### config.mk
export PLATFORM = sky130hd
export DESIGN_NAME = rtc_regfile
export DESIGN_NICKNAME = d
export VERILOG_FILES = /design/src/rtl/rtc_regfile.sv
export SDC_FILE = /design/constraint.sdc
export NUM_CORES = 1
export LEC_CHECK = 0
export BUFFER_PORTS_ARGS = -buffer_cell sky130_fd_sc_hd__buf_4
export CORE_MARGIN = 2
export CORE_UTILIZATION = 35
export CTS_BUF_LIST = sky130_fd_sc_hd__clkbuf_8 sky130_fd_sc_hd__clkbuf_16
export DETAILED_ROUTE_END_ITERATION = 12
export GPL_TIMING_DRIVEN = 0
export HOLD_SLACK_MARGIN = 0.02
export PLACE_DENSITY_LB_ADDON = 0.3
export SETUP_SLACK_MARGIN = 0.02
export SYNTH_ARGS = -nofsm -noshare
export SYNTH_HDL_FRONTEND = slang
export SYNTH_SLANG_ARGS = --single-unit
### constraint.sdc
create_clock -name clk -period 2.1 [get_ports clk]
set_input_delay 0.105 -clock clk [delete_from_list [all_inputs] [get_ports clk]]
set_output_delay 0.105 -clock clk [all_outputs]
set_load 0.01 [all_outputs]
### src/rtl/rtc_regfile.sv
module rtc_regfile #(
  parameter int INTERVAL = 1024
) (
  input  logic       clk,
  input  logic       rst_n,
  input  logic       addr_we,
  input  logic [7:0] addr_in,
  input  logic       wr_en,
  input  logic [7:0] wr_data,
  input  logic       rd_en,
  output logic [7:0] rd_data,
  input  logic       load_en,
  input  logic [7:0] ld_sec,
  input  logic [7:0] ld_min,
  input  logic [7:0] ld_hour,
  input  logic [2:0] ld_wday,
  input  logic [7:0] ld_mday,
  input  logic [3:0] ld_mon,
  input  logic [7:0] ld_year,
  output logic       irq,
  output logic       err
);
  localparam int CW = (INTERVAL > 2) ? $clog2(INTERVAL) : 1;
  localparam logic [CW-1:0] RELOAD = CW'(INTERVAL - 1);
  localparam int NTOD = 10;
  localparam logic [3:0] SA = 4'hA, SB = 4'hB, SC = 4'hC, SD = 4'hD;
  localparam logic [7:0] A_CFG = 8'h26;
  localparam logic [7:0] B_RST = 8'h46;

  logic [3:0]    sel;
  logic [7:0]    tod [NTOD];
  logic [7:0]    reg_a, reg_b;
  logic          run;
  logic [CW-1:0] cnt;
  logic [7:0]    rd_val;

  wire in_tod  = sel < 4'(NTOD);
  wire wr_a    = wr_en && sel == SA;
  wire wr_b    = wr_en && sel == SB;
  wire a_ok    = wr_data == A_CFG;
  wire b_ok    = (wr_data & 8'hB7) == 8'h06;
  wire wr_bad  = (wr_a && !a_ok) || (wr_b && !b_ok) || (wr_en && (sel == SC || sel == SD));
  wire b_take  = wr_b && b_ok;
  wire start_g = b_take && wr_data[6] && !run;
  wire stop_g  = b_take && !wr_data[6];

  always_comb begin
    if (in_tod)         rd_val = tod[sel];
    else if (sel == SA) rd_val = {~reg_a[7], reg_a[6:0]};
    else if (sel == SB) rd_val = reg_b;
    else                rd_val = 8'h00;
  end

  always_ff @(posedge clk) begin
    if (!rst_n) begin
      sel     <= '0;
      for (int i = 0; i < NTOD; i++) tod[i] <= '0;
      reg_a   <= A_CFG;
      reg_b   <= B_RST;
      run     <= 1'b0;
      cnt     <= '0;
      irq     <= 1'b0;
      err     <= 1'b0;
      rd_data <= '0;
    end else begin
      if (addr_we && addr_in <= 8'h0D) sel <= addr_in[3:0];
      err <= wr_bad;
      irq <= run && cnt == '0 && !stop_g;
      if (rd_en) rd_data <= rd_val;
      if (rd_en && sel == SA) reg_a[7] <= ~reg_a[7];
      if (wr_a && a_ok) reg_a <= wr_data;
      if (b_take) reg_b <= wr_data;
      if (wr_en && in_tod) tod[sel] <= wr_data;
      if (load_en) begin
        tod[0] <= ld_sec;
        tod[2] <= ld_min;
        tod[4] <= ld_hour;
        tod[6] <= {5'd0, ld_wday} + 8'd1;
        tod[7] <= ld_mday;
        tod[8] <= {4'd0, ld_mon} + 8'd1;
        tod[9] <= ld_year;
      end
      if (stop_g) run <= 1'b0;
      else if (start_g) begin
        run <= 1'b1;
        cnt <= RELOAD;
      end else if (run) cnt <= (cnt == '0) ? RELOAD : cnt - 1'b1;
    end
  end

  p_sel_range_r1: assert property (@(posedge clk) disable iff (!rst_n)
    sel <= 4'hD);
  p_sel_keep_r1: assert property (@(posedge clk) disable iff (!rst_n)
    addr_we && addr_in > 8'h0D |=> $stable(sel));
  p_uip_flip_r4: assert property (@(posedge clk) disable iff (!rst_n)
    rd_en && sel == SA && !wr_en |=> rd_data[7] != $past(reg_a[7]));
  p_cd_zero_r5: assert property (@(posedge clk) disable iff (!rst_n)
    rd_en && (sel == SC || sel == SD) |=> rd_data == 8'h00);
  p_cd_err_r5: assert property (@(posedge clk) disable iff (!rst_n)
    wr_en && (sel == SC || sel == SD) |=> err);
  p_a_fixed_r6: assert property (@(posedge clk) disable iff (!rst_n)
    reg_a[6:0] == A_CFG[6:0]);
  p_b_fixed_r7: assert property (@(posedge clk) disable iff (!rst_n)
    (reg_b & 8'hB7) == 8'h06);
  p_irq_pulse_r8: assert property (@(posedge clk) disable iff (!rst_n)
    irq |=> !irq);
  p_stop_quiet_r9: assert property (@(posedge clk) disable iff (!rst_n)
    wr_b && b_ok && !wr_data[6] |=> !irq && !run);
endmodule

==> metrics.txt <==
status finished clean; Tcrit/Tclk final 0.949; Worst VDD drop 0.578 mV; Worst Path Required 2400 ps; CP endpoint kind flop; crit start category flop; Layout Cells excl Fill 1023; CTS buffer count 17; RSZ-0062 raised after global routing true; Post-synth EDFFs 128; final setup TNS 0 ps; start of the worst register-to-register path sel[2]; P&R area growth vs syn 29.2%; HPWL Detailed 14.4 mm; ys flop type edfxtp_1; Leak 0.00384 uW; remaining antenna violation count after routing 0; clock-pin slew on the worst setup and hold paths 70 ps; largest area contributor in the netlist edfxtp_1; Root Driver clkbuf_16; Die X 152 um; maximum clock frequency 502 MHz; vias in the first global route 5553; first-pass GRT wire length 31.3 mm; Total GRT Usage 0.179; largest family of logic cells by synthesized area simple AND/OR/NAND/NOR gates; PnR worst setup slack 107 ps; Initial Util 0.355; worst slew pin tran 976 ps; crit-path max FO 10; largest buffer count on any clock path 2; # nets final 802; CP delay by family, top simple AND/OR/NAND/NOR gates; post-synthesis mux area share 0.114; layout cells sized above 1 0.242; Cells after Synth 537; I/O Buffers 77; Sink Count 173; count leader, synth edfxtp_1; Die Span Y 152 um; Bufs and invs on worst path 1; Placed Cells 941; Rel. slew slack 0.347; Fillers 1966; largest stage delay on the critical path 550 ps; number of synthesized register bits 173; CP Launch Point sel[2]; Synth area leaders edfxtp_1 50%, dfxtp_1 12%, mux4_2 9.4%, a22o_1 4.8%, and2_1 3.3%; minimum clock period after layout 1990 ps; # rows 54; Overflow after GRT 0; ANT cells 0; simple-gate share of the synthesized area 0.122; Slowest-stage cell, CP nor2_1; sequential area share after synthesis 0.616; area of the mapped netlist 0.00770 mm^2; Worst-Skew Late Latency 440 ps; Placer Congestion 0.873; worst-path cell chain buf_1 -> nand3b_1 -> nor2_1 -> a22o_1; IO Count 79; placeable core area 0.0217 mm^2; Post-Synth XOR/XNOR Area 0.00341; initial antenna violation count 0; routed via count 5360; Yosys warnings 0; First-pass DRT Iterations 5; Mean Syn Cell Area 14.3 um^2; pre-CTS setup slack -407 ps; Distinct cells, synth 57; Clock H-tree levels 4; full die area 0.0232 mm^2; drt drc 0; synth cell count leaders 128 x edfxtp_1, 45 x dfxtp_1, 42 x a22o_1, 41 x and2_1, 32 x mux4_2; complex-gate fraction of the synthesized area 0.114; Final Skew 20.1 ps; critical path type reg -> reg; total of max-cap violations 0; 1st-iter DRT viols 410; Vias/cell 5.24; final wirelength 20.5 mm; Placed Area 0.00880 mm^2; hold_sp ld_mon[0]; CTS tree built; post-layout instance area 0.00994 mm^2; Adder-Cell Fraction of Synth Area 0.00488; final count of hold timing violations 0; Max Slew Vio Count 0; share of flip-flops with an asynchronous set or reset 0; drt wl/cell 20.0 um; final count of negative-setup-slack endpoints 0; critical path arrival 2290 ps; largest net degree at the start of global routing 17; PD cells 773 mW/mm^2; share of the synthesized area in the top cell type 0.499; Min-Delay Path Class in -> reg
==> stage by stage <==
step / hold slack (ps) / total power, uW / util
after detailed placement: 360 / 4510 / 0.406
after global placement: 359 / 4490 / 0.406
after global routing: 37.6 / 7930 / 0.459
final: 33.7 / 7690 / 0.459
after floorplan: 204 / 4220 / -
after CTS: 27.6 / 7710 / 0.457
==> layout make-up <==
cell class	count	area, um^2	share of cell area
plain buffers	37	185	0.0186
multi-input cells	369	2980	0.300
clock buffers	17	425	0.0428
inverters	4	15.0	0.00151
well taps	280	350	0.0352
repair buffers	128	1080	0.109
flip-flops and latches	173	4740	0.477
clock inverters	15	161	0.0162
==> metal layers <==
metal	GRT usage	part of all wire	vias to the layer above
li1	-	-	2449
met1	0.215	0.40	2666
met2	0.313	0.51	206
met3	0.0358	0.057	39
met4	0.0810	0.032	0
met5	0	0	-
==> registers in the layout (all words and copies together) (netlist names), named ones only <==
register / flops
sel: 4
tod: 128
err: 1
irq: 1
cnt: 10
rd_data: 8
reg_b: 8
run: 1
reg_a: 8
==> worst paths after layout <==
kind	cells past startpoint	slack [ps]	to
min reg2reg	1	440	reg_a[1]
max	4	110	tod[7][1]
max reg2reg	4	110	tod[7][1]
min	2	30	tod[8][0]
==> report_power, final <==
| part | switching, uW | total, uW | internal (uW) |
|---|---|---|---|
| Combinational | 308 | 607 | 299 |
| Clock | 1400 | 3170 | 1770 |
| Sequential | 53.6 | 3910 | 3860 |
| Total | 1760 | 7690 | 5930 |
==> layout by cell type, fill, tap and decap left out, drive strengths merged, types with 11 or more instances in the layout <==
| master | count |
|---|---|
| edfxtp | 128 |
| mux4 | 32 |
| nand3b | 11 |
| dfxtp | 45 |
| buf | 91 |
| nor2 | 20 |
| conb | 48 |
| and2 | 41 |
| clkbuf | 42 |
| inv | 11 |
| o221ai | 15 |
| nand2 | 22 |
| nand2b | 13 |
| mux2i | 14 |
| a22o | 42 |
| dlygate4sd3 | 49 |
| o21ai | 25 |
==> worst register-to-register path, cell delays in order (launching register included) <==
cell,delay (ps)
dfxtp_1,380
buf_1,400
nand3b_1,280
nor2_1,550
a22o_1,230
==> kinds of logic (layout without fill, tap and decap cells) <==
| kind of cell | count (synthesis) | count (layout) |
|---|---|---|
| other | 1 | 48 |
| adders and majority gates | 3 | 3 |
| xor gates and xnor gates | 3 | 3 |
| buffers and inverters | 42 | 201 |
| AOI/OAI and AO/OA | 116 | 116 |
| DFF | 173 | 173 |
| muxes | 47 | 47 |
| and+or+nand+nor | 152 | 152 |
==> repair_timing <==
action | 4_1_cts | 5_1_grt
resized for setup | 13 | 12
setup buffers | 2 | 0
endpoints found under the setup margin | 66 | 59
pin swaps | 2 | 0
hold buffers | 49 | 0
hold endpoints to repair | 89 | 0
Power figures use the tool's default switching activity.
